**src/rtl/ahbm_err_pkg.sv**
```systemverilog
package ahbm_err_pkg;
    parameter int ADDR_W = 32;
    parameter int DATA_W = 32;
    parameter int GRP_W  = 4;
    parameter int ECNT_W = 4;

    localparam logic [1:0] HTRANS_IDLE   = 2'b00;
    localparam logic [1:0] HTRANS_NONSEQ = 2'b10;
    localparam logic [2:0] HSIZE_WORD    = 3'($clog2(DATA_W / 8));

    typedef enum logic [1:0] {
        ST_OKAY   = 2'd0,
        ST_ERROR  = 2'd1,
        ST_CANCEL = 2'd2
    } rsp_st_e;

    typedef struct packed {
        logic [ADDR_W-1:0] addr;
        logic              write;
        logic [DATA_W-1:0] wdata;
        logic [GRP_W-1:0]  grp;
        logic              bufw;
    } req_t;

    typedef struct packed {
        logic valid;
        logic cancel;
        req_t req;
    } slot_t;

    // bufferable write: its failure never withdraws later traffic
    function automatic logic err_exempt(req_t r);
        return r.write && r.bufw;
    endfunction

    function automatic logic [3:0] prot_bits(req_t r);
        return {1'b0, r.write && r.bufw, 1'b0, 1'b1};
    endfunction
endpackage

```
**src/rtl/ahbm_req_fifo.sv**
```systemverilog
module ahbm_req_fifo
    import ahbm_err_pkg::*;
#(
    parameter int DEPTH = 8
) (
    input  logic clk,
    input  logic rst,
    input  logic push_i,
    input  req_t push_data_i,
    output logic full_o,
    input  logic pop_i,
    output req_t head_o,
    output logic empty_o
);
    localparam int PTR_W = (DEPTH > 1) ? $clog2(DEPTH) : 1;
    localparam int CNT_W = $clog2(DEPTH + 1);
    localparam logic [PTR_W-1:0] LAST_PTR = PTR_W'(DEPTH - 1);
    localparam logic [CNT_W-1:0] FULL_CNT = CNT_W'(DEPTH);

    req_t             store [DEPTH];
    logic [PTR_W-1:0] rd_q, wr_q;
    logic [CNT_W-1:0] cnt_q;
    logic             do_push, do_pop;

    function automatic logic [PTR_W-1:0] bump(logic [PTR_W-1:0] p);
        return (p == LAST_PTR) ? '0 : p + 1'b1;
    endfunction

    assign full_o  = (cnt_q == FULL_CNT);
    assign empty_o = (cnt_q == '0);
    assign do_push = push_i && !full_o;
    assign do_pop  = pop_i && !empty_o;
    assign head_o  = store[rd_q];

    always_ff @(posedge clk) begin
        if (do_push) store[wr_q] <= push_data_i;
    end

    always_ff @(posedge clk) begin
        if (rst) begin
            rd_q  <= '0;
            wr_q  <= '0;
            cnt_q <= '0;
        end else begin
            if (do_push) wr_q <= bump(wr_q);
            if (do_pop)  rd_q <= bump(rd_q);
            case ({do_push, do_pop})
                2'b10:   cnt_q <= cnt_q + 1'b1;
                2'b01:   cnt_q <= cnt_q - 1'b1;
                default: cnt_q <= cnt_q;
            endcase
        end
    end


    fifo_no_overflow_chk: assert property (@(posedge clk) disable iff (rst)
        (full_o && !pop_i) |=> (cnt_q == FULL_CNT));
endmodule

```
**src/rtl/ahbm_pipe.sv**
```systemverilog
module ahbm_pipe
    import ahbm_err_pkg::*;
(
    input  logic              clk,
    input  logic              rst,
    input  logic              policy_cancel_i,
    input  req_t              head_i,
    input  logic              empty_i,
    output logic              pop_o,
    output logic [ADDR_W-1:0] haddr_o,
    output logic [1:0]        htrans_o,
    output logic              hwrite_o,
    output logic [2:0]        hsize_o,
    output logic [3:0]        hprot_o,
    output logic [DATA_W-1:0] hwdata_o,
    input  logic [DATA_W-1:0] hrdata_i,
    input  logic              hready_i,
    input  logic              hresp_i,
    output logic              done_valid_o,
    output logic [1:0]        done_status_o,
    output logic [ADDR_W-1:0] done_addr_o,
    output logic [DATA_W-1:0] done_rdata_o
);
    slot_t            ap_q, dp_q;
    logic             pol_q;
    logic             purge_q;
    logic [GRP_W-1:0] purge_grp_q;
    logic             in_flight, err_first, kill, head_drop;
    rsp_st_e          retire_st;

    assign in_flight = ap_q.valid || dp_q.valid;
    // first ERROR cycle of a real (not withdrawn) data phase
    assign err_first = dp_q.valid && !dp_q.cancel && hresp_i && !hready_i;
    assign kill      = err_first && pol_q && !err_exempt(dp_q.req);
    assign head_drop = purge_q && (head_i.grp == purge_grp_q);
    assign pop_o     = hready_i && !empty_i;

    assign htrans_o = (ap_q.valid && !ap_q.cancel) ? HTRANS_NONSEQ : HTRANS_IDLE;
    assign haddr_o  = ap_q.req.addr;
    assign hwrite_o = ap_q.req.write;
    assign hsize_o  = HSIZE_WORD;
    assign hprot_o  = prot_bits(ap_q.req);
    assign hwdata_o = dp_q.req.wdata;

    always_comb begin
        if (dp_q.cancel)  retire_st = ST_CANCEL;
        else if (hresp_i) retire_st = ST_ERROR;
        else              retire_st = ST_OKAY;
    end

    always_ff @(posedge clk) begin
        if (rst) begin
            ap_q          <= '0;
            dp_q          <= '0;
            pol_q         <= 1'b0;
            purge_q       <= 1'b0;
            purge_grp_q   <= '0;
            done_valid_o  <= 1'b0;
            done_status_o <= 2'd0;
            done_addr_o   <= '0;
            done_rdata_o  <= '0;
        end else begin
            if (!in_flight) pol_q <= policy_cancel_i;
            done_valid_o <= 1'b0;
            if (hready_i) begin
                if (dp_q.valid) begin
                    done_valid_o  <= 1'b1;
                    done_status_o <= retire_st;
                    done_addr_o   <= dp_q.req.addr;
                    done_rdata_o  <= (retire_st == ST_OKAY && !dp_q.req.write) ? hrdata_i : '0;
                end
                dp_q        <= ap_q;
                ap_q.valid  <= !empty_i;
                ap_q.cancel <= !empty_i && head_drop;
                ap_q.req    <= head_i;
            end else if (kill && ap_q.valid) begin
                ap_q.cancel <= 1'b1;
            end
            if (kill) begin
                purge_q     <= 1'b1;
                purge_grp_q <= dp_q.req.grp;
            end else if (purge_q && (empty_i || head_i.grp != purge_grp_q)) begin
                purge_q <= 1'b0;
            end
        end
    end


    hold_on_wait_chk: assert property (@(posedge clk) disable iff (rst)
        (htrans_o == HTRANS_NONSEQ && !hready_i && !hresp_i)
        |=> (htrans_o == HTRANS_NONSEQ && $stable(haddr_o)));


    cancel_idle_chk: assert property (@(posedge clk) disable iff (rst)
        (dp_q.valid && !dp_q.cancel && hresp_i && !hready_i && pol_q && !err_exempt(dp_q.req))
        |=> (htrans_o == HTRANS_IDLE));


    continue_keep_chk: assert property (@(posedge clk) disable iff (rst)
        (dp_q.valid && hresp_i && !hready_i && !pol_q && htrans_o == HTRANS_NONSEQ)
        |=> (htrans_o == HTRANS_NONSEQ && $stable(haddr_o)));


    policy_hold_chk: assert property (@(posedge clk) disable iff (rst)
        in_flight |=> $stable(pol_q));
endmodule

```
**src/rtl/ahbm_err_log.sv**
```systemverilog
module ahbm_err_log
    import ahbm_err_pkg::*;
(
    input  logic              clk,
    input  logic              rst,
    input  logic              done_valid_i,
    input  logic [1:0]        done_status_i,
    input  logic [ADDR_W-1:0] done_addr_i,
    input  logic              err_clr_i,
    output logic              err_flag_o,
    output logic [ADDR_W-1:0] err_addr_o,
    output logic [ECNT_W-1:0] err_cnt_o
);
    localparam logic [ECNT_W-1:0] CNT_MAX = '1;

    logic hit;
    assign hit = done_valid_i && (done_status_i == ST_ERROR);

    always_ff @(posedge clk) begin
        if (rst) begin
            err_flag_o <= 1'b0;
            err_addr_o <= '0;
            err_cnt_o  <= '0;
        end else if (hit) begin
            err_flag_o <= 1'b1;
            err_addr_o <= done_addr_i;
            if (err_clr_i)                err_cnt_o <= ECNT_W'(1);
            else if (err_cnt_o != CNT_MAX) err_cnt_o <= err_cnt_o + 1'b1;
        end else if (err_clr_i) begin
            err_flag_o <= 1'b0;
            err_cnt_o  <= '0;
        end
    end


    err_clear_chk: assert property (@(posedge clk) disable iff (rst)
        (err_clr_i && !hit) |=> (!err_flag_o && err_cnt_o == '0));


    err_record_chk: assert property (@(posedge clk) disable iff (rst)
        hit |=> (err_flag_o && err_addr_o == $past(done_addr_i)));
endmodule

```
**src/rtl/ahbm_err_seq.sv**
```systemverilog
module ahbm_err_seq
    import ahbm_err_pkg::*;
#(
    parameter int FIFO_DEPTH = 8
) (
    input  logic              clk,
    input  logic              rst,
    input  logic              policy_cancel_i,
    input  logic              req_valid_i,
    output logic              req_ready_o,
    input  logic [ADDR_W-1:0] req_addr_i,
    input  logic              req_write_i,
    input  logic [DATA_W-1:0] req_wdata_i,
    input  logic [GRP_W-1:0]  req_grp_i,
    input  logic              req_buf_i,
    output logic              rsp_valid_o,
    output logic [1:0]        rsp_status_o,
    output logic [ADDR_W-1:0] rsp_addr_o,
    output logic [DATA_W-1:0] rsp_rdata_o,
    input  logic              err_clr_i,
    output logic              err_flag_o,
    output logic [ADDR_W-1:0] err_addr_o,
    output logic [ECNT_W-1:0] err_cnt_o,
    output logic [ADDR_W-1:0] haddr_o,
    output logic [1:0]        htrans_o,
    output logic              hwrite_o,
    output logic [2:0]        hsize_o,
    output logic [3:0]        hprot_o,
    output logic [DATA_W-1:0] hwdata_o,
    input  logic [DATA_W-1:0] hrdata_i,
    input  logic              hready_i,
    input  logic              hresp_i
);
    req_t in_req, head;
    logic full, empty, pop;

    assign in_req.addr  = req_addr_i;
    assign in_req.write = req_write_i;
    assign in_req.wdata = req_wdata_i;
    assign in_req.grp   = req_grp_i;
    assign in_req.bufw  = req_buf_i;
    assign req_ready_o  = !full;

    ahbm_req_fifo #(.DEPTH(FIFO_DEPTH)) u_fifo (
        .clk(clk), .rst(rst), .push_i(req_valid_i), .push_data_i(in_req),
        .full_o(full), .pop_i(pop), .head_o(head), .empty_o(empty)
    );

    ahbm_pipe u_pipe (
        .clk(clk), .rst(rst), .policy_cancel_i(policy_cancel_i),
        .head_i(head), .empty_i(empty), .pop_o(pop),
        .haddr_o(haddr_o), .htrans_o(htrans_o), .hwrite_o(hwrite_o),
        .hsize_o(hsize_o), .hprot_o(hprot_o), .hwdata_o(hwdata_o),
        .hrdata_i(hrdata_i), .hready_i(hready_i), .hresp_i(hresp_i),
        .done_valid_o(rsp_valid_o), .done_status_o(rsp_status_o),
        .done_addr_o(rsp_addr_o), .done_rdata_o(rsp_rdata_o)
    );

    ahbm_err_log u_log (
        .clk(clk), .rst(rst), .done_valid_i(rsp_valid_o),
        .done_status_i(rsp_status_o), .done_addr_i(rsp_addr_o),
        .err_clr_i(err_clr_i), .err_flag_o(err_flag_o),
        .err_addr_o(err_addr_o), .err_cnt_o(err_cnt_o)
    );
endmodule

```
**config.mk**
```make
export PLATFORM = sky130hd
export DESIGN_NAME = ahbm_err_seq
export DESIGN_NICKNAME = d
export VERILOG_FILES = /design/src/rtl/ahbm_err_pkg.sv /design/src/rtl/ahbm_req_fifo.sv /design/src/rtl/ahbm_pipe.sv /design/src/rtl/ahbm_err_log.sv /design/src/rtl/ahbm_err_seq.sv
export SDC_FILE = /design/constraint.sdc
export NUM_CORES = 1
export LEC_CHECK = 0
export BUFFER_PORTS_ARGS = -buffer_cell sky130_fd_sc_hd__buf_2
export CORE_MARGIN = 3
export CORE_UTILIZATION = 55
export CTS_BUF_LIST = sky130_fd_sc_hd__clkbuf_8
export DETAILED_ROUTE_END_ITERATION = 10
export GPL_TIMING_DRIVEN = 1
export PLACE_DENSITY_LB_ADDON = 0.3
export SYNTH_ARGS = -nofsm -noshare
export SYNTH_HDL_FRONTEND = slang
export SYNTH_SLANG_ARGS = --single-unit
```
**constraint.sdc**
```tcl
create_clock -name clk -period 8.6 [get_ports clk]
set_input_delay 1.29 -clock clk [delete_from_list [all_inputs] [get_ports clk]]
set_output_delay 1.29 -clock clk [all_outputs]
set_load 0.01 [all_outputs]
```
**Yosys cells after proc, flatten, opt, wreduce, memory -nomap -nowiden**

Memory sizes are Yosys's and may differ from the RTL's. A register that Yosys moved wholly into a read port is not among the register bits.
Index checks and enable logic that the tools add are counted.

- Multiplexer cells: 22
- Reduce and logical (&&, ||, !) cells: 36
- Bitwise gates (word level): 1
- $add $sub $neg: 5
- Equal/unequal tests: 9

Operators by type and width:

| operator | count |
|---|---|
| $mux W32 | 1 |
| $logic_and A1 B1 Y1 | 17 |
| $mux W4 | 4 |
| $mux W3 | 4 |
| $mux W1 | 10 |
| $reduce_bool A2 Y1 | 5 |
| $add A4 B1 Y4 const B | 2 |
| $pmux W4 S2 | 1 |
| $logic_not A1 Y1 | 7 |
| $add A3 B1 Y3 const B | 2 |
| $eq A3 B3 Y1 const B | 2 |
| $eq A2 B1 Y1 const B | 2 |
| $eq A4 B4 Y1 | 1 |
| $eq A4 B4 Y1 const B | 1 |
| $logic_not A4 Y1 | 1 |
| $mux W2 | 2 |
| $ne A4 B4 Y1 | 1 |
| $ne A4 B4 Y1 const B | 1 |
| $reduce_and A2 Y1 | 2 |
| $sub A4 B1 Y4 const B | 1 |
| $eq A2 B2 Y1 const B | 1 |
| $logic_not A2 Y1 | 1 |
| $logic_or A1 B1 Y1 | 2 |
| $reduce_or A2 Y1 | 1 |
| $not A1 Y1 | 1 |

- RAM bits: 560
- Register bits: 264
- Memories: 1
- Logic and storage cells: 101
- Input bits: 109

Memories:

| name | depth | bits a word | rd ports | clocked after Yosys merged registers in | write ports | RTL line | text |
|---|---|---|---|---|---|---|---|
| u_fifo.store | 8 | 70 | 1 | 1 | 1 | ahbm_req_fifo.sv:20 | `req_t store [DEPTH];` |

**Depth between registers and ports, before layout**

- Depth in word-level cells: 9
- Gate-level depth with buffers: 11

**By module**

A second synthesis with hierarchy kept.

- Cell total of the unflattened synthesis: 1890
- Area, all modules: 31526.5 um2

Modules (own cells, without submodules):

| module | times used | area an instance (um2) | cells an instance |
|---|---|---|---|
| ahbm_req_fifo | 1 | 21713.3 | 890 |
| ahbm_pipe | 1 | 8404.3 | 832 |
| ahbm_err_log | 1 | 1405.1 | 167 |
| ahbm_err_seq | 1 | 3.8 | 1 |

**Least setup slack after synthesis**

No wires, ideal clock.

- Kind: input-to-reg
- Start: in req_valid_i
- End: mem u_fifo.store[0][0] (netlist bit) (enable)
- Arrival: 8.136 ns
- Required time: 7.928 ns
- Cell stages on the path: 2
- Library setup time: 0.672 ns
- Path slack: -0.207 ns
- Cell sequence: nand2_1 -> nor4_1

- Cells in the longest elaborated chain, start to end: 3

Ends and longest elaborated chain:

| element | RTL line | text |
|---|---|---|
| from (decl) | ahbm_err_seq.sv:9 | `input logic req_valid_i,` |
| $logic_and A1 B1 Y1 | ahbm_req_fifo.sv:31 | `assign do_push = push_i && !full_o;` |
| $mux W1 | ahbm_req_fifo.sv:36 | `if (do_push) store[wr_q] <= push_data_i;` |
| $mux W1 (implied by the code) | ahbm_req_fifo.sv:36 |  |
| to (decl) | ahbm_req_fifo.sv:20 |  |

Every way passes these cells.

==> metrics.yaml <==
gp_congestion: 0.8498
yosys.area.top_type_share_pct: 54.69
cellPowerDensity_nw_per_um2: 252.8
routed_wl_mm: 62.20
final_hold_viol_count: 0
synthToLayoutAreaGrowth_pct: 13.52
vdd_drop_max_uv: 177.7
hold_path_depth: 2
initial_core_util_pct: 55.71
vias_per_cell: 5.495
fin_worst_skew_ps: 24.09
fp-row-count: 86
dr.pass1.iters: 5
cts_root_buffer: "clkbuf_8"
worstMarginPinSlew_ps: 1173
final_common_cell: "edfxtp_1"
netlist_area_um2: 30750
synth_top_family_by_area: "multiplexers"
use_met1_pct: 28.26
antenna_found_initial: 19
fmax_mhz: 289.0
seqPwrFrac_pct: 52.2
htreeDepth: 4
rrSetupSlack_ps: 5140
maxCapViolations: 0
worstPathArrival_ps: 4120
maxSlewViolCount: 0
fin_tns_setup_ps: 0
synth_area_leaders: "edfxtp_1 (55%), dfxtp_1 (17%), mux4_2 (9.9%)"
status: "finished clean"
grt_pass1_wl_mm: 97.12
cts-resized-gates: 0
nets: 2283
crit_type: "reg2reg"
swShare_pct: 24.55
p_int_mw: 6.659
dieArea_um2: 58780
fp.dieW_um: 242.5
vias: 16612
utilization_pct: 63.24
drtAntennaViolNets: 0
drc: 0
met2_usage_pct: 35.12
die_h_um: 242.5
ys_seq_area_share_pct: 72.07
worstPathMaxFanout: 45
slowest_stage: "dfxtp_4"
cts-buffers-inserted: 131
synthXorXnorAreaFrac_pct: 0.2848
end_kind: "flip-flop"
clock_sinks: 827
gr-total-overflow: 0
max_slew_margin_pct: 21.79
yosys-mux-area-fraction_pct: 14.97
reg2reg_depth: 7
wl_per_cell_um: 20.57
synth_seq_cells: 827
layout_common_cells: "edfxtp_1 (560), buf_2 (278), dfxtp_1 (264)"
cp.required_ps: 9260
combPwrFrac_pct: 12.6
cts_setup_buffers: 0
grt_util_all_layers_pct: 21.54
syn_inst: 1906
power_frac_clock_pct: 35.1
hold-path-endpoint: "u_pipe.purge_grp_q[1]$_SDFFE_PP0P_"
top_usage_layer: "met2"
leakage_nw: 12.38
rsz0062_at_grt: "no"
period_share_pct: 40.23
cts_tree: "yes"
final.min_clock_period_ps: 3460
grt_pass1_vias: 16874
clk_pin_slew_worst_paths_ps: 60
cp_num_buf_inv: 1
synth_compound_area_share_pct: 4.073
grt.met3_usage_pct: 6.010
port_buffers: 280
synth.largest_area_cell: "edfxtp_1"
crit_path_start_kind: "flip-flop"
clk_latency_ps: 760
clk_path_buf_depth: 3
first_iter_violations: 1045
hold_class: "reg2reg"
crit_path_max_incr_delay_ps: 830
post_route_cells_drive_above_1_share_pct: 27.81
hp-start: "u_pipe.dp_q[2]$_SDFFE_PP0P_"
crit_path_cell_trace: "buf_4 -> nor2b_1 -> a2111oi_0 -> a211oi_1 -> xor2_1 -> or4_4 -> a211oi_2"
ys_types: 39
synth-adder-area-share_pct: 0.3255
synth-simple-area-share_pct: 4.956
path_delay_family: "compound AO/OA/AOI/OAI gates"
synth_warnings: 0
setup-violations-final: 0
ios: 288
core_area_um2: 55200
hpwl_mm: 36.51
grt_max_degree: 117
avgSynthCellArea_um2: 16.13
power.switching_mw: 2.167
regToRegEndpoint: "u_pipe.ap_q[70]$_SDFFE_PP0P_"
cts_hold_buf: 0
-- flip-flops by register name (all words and copies together), names as in the netlist, 4 cells and up, named ones only --
register and flops:
u_fifo.store 560, u_pipe.dp_q 40, u_pipe.ap_q 39, u_log.err_addr_o 32, u_pipe.done_addr_o 32, u_pipe.done_rdata_o 32
u_pipe.haddr_o 32, u_pipe.hwdata_o 32, u_fifo.cnt_q 4, u_log.err_cnt_o 4, u_pipe.purge_grp_q 4
-- cell type report --
class	count	area, um^2
fill	4034	20290
clock buffer	152	2092
sequential	827	22170
timing repair buffer	307	1624
multi-input combinational	896	7664
clock inverter	84	394.1
tap	748	935.9
inverter	3	11.26
antenna	6	15.01
-- cells by family after synthesis --
family	after synthesis
AO/OA/AOI/OAI	197
XOR/XNOR	10
adder cells (fa/ha/maj)	8
buffers and inverters	188
flip-flops	827
multiplexers	291
other	2
AND/OR/NAND/NOR	383
-- stage by stage --
stage | instances | cell area, um^2 | setup WS, ps | power (mW) | hold slack, ps
6_report | 3023 | 34910 | 5140 | 8.826 | 448.6
5_1_grt | 3020 | 34900 | 4760 | 9.233 | 466.0
4_1_cts | 3017 | 34890 | 5044 | 8.943 | 451.7
3_5_place_dp | 2781 | 32410 | 4721 | 5.833 | 443.7
3_3_place_gp | 2781 | 32410 | 4792 | 5.804 | 437.8
2_1_floorplan | 1911 | 30780 | 1696 | 5.565 | 431.2
-- tightest hold or removal path, stage by stage, from the launching register on --
cell and delay (ps):
dfxtp_1 310, nand2_1 50, a21oi_1 50
-- power groups by stage --
| stage | combinational, mW | sequential, mW | clock, mW |
|---|---|---|---|
| floorplan | 0.958 | 4.61 | 0 |
| global placement | 1.12 | 4.68 | 0 |
| detailed placement | 1.14 | 4.70 | 0 |
| CTS | 1.14 | 4.61 | 3.19 |
| global route | 1.23 | 4.63 | 3.37 |
| finish | 1.12 | 4.61 | 3.10 |
-- layer usage --
metal  vias to the layer above  part of all wire [%]
met5                         -                  0.14
met4                        14                   2.1
met3                       115                   6.7
li1                       7665                     -
met2                       537                    49
met1                      8281                    42
-- cell usage after synthesis, drive strengths merged --
cell / number
edfxtp: 560
conb: 2
o22ai: 1
o21ai: 3
dfxtp: 267
inv: 3
or2: 2
a211oi: 69
ha: 8
nor4bb: 2
nor2: 191
xor2: 7
a21oi: 89
nand2: 156
clkbuf: 73
nor3b: 1
buf: 112
o21a: 1
a31oi: 1
mux4: 135
a2111oi: 1
nor4: 2
a22oi: 32
nand2b: 6
mux2i: 154
mux2: 2
xnor2: 3
or3: 1
nand4: 1
or4: 1
nor3: 10
and2: 2
nand3: 4
nor2b: 4
-- worst max-delay path by stage --
stage	start	endpoint	slack, ps	cells after the start
after floorplan	req_valid_i	u_fifo.store[2][0]$_DFFE_PP_	1700	2
after global placement	hready_i	u_fifo.cnt_q[2]$_SDFFE_PP0P_	4790	10
after detailed placement	hready_i	u_fifo.cnt_q[2]$_SDFFE_PP0P_	4720	10
after CTS	flip-flop	u_pipe.haddr_o[0]$_SDFFE_PP0P_	5040	5
after global routing	flip-flop	u_pipe.ap_q[70]$_SDFFE_PP0P_	4760	7
final	flip-flop	u_pipe.ap_q[70]$_SDFFE_PP0P_	5140	7
No activity file was read; power rests on OpenSTA's default activity.
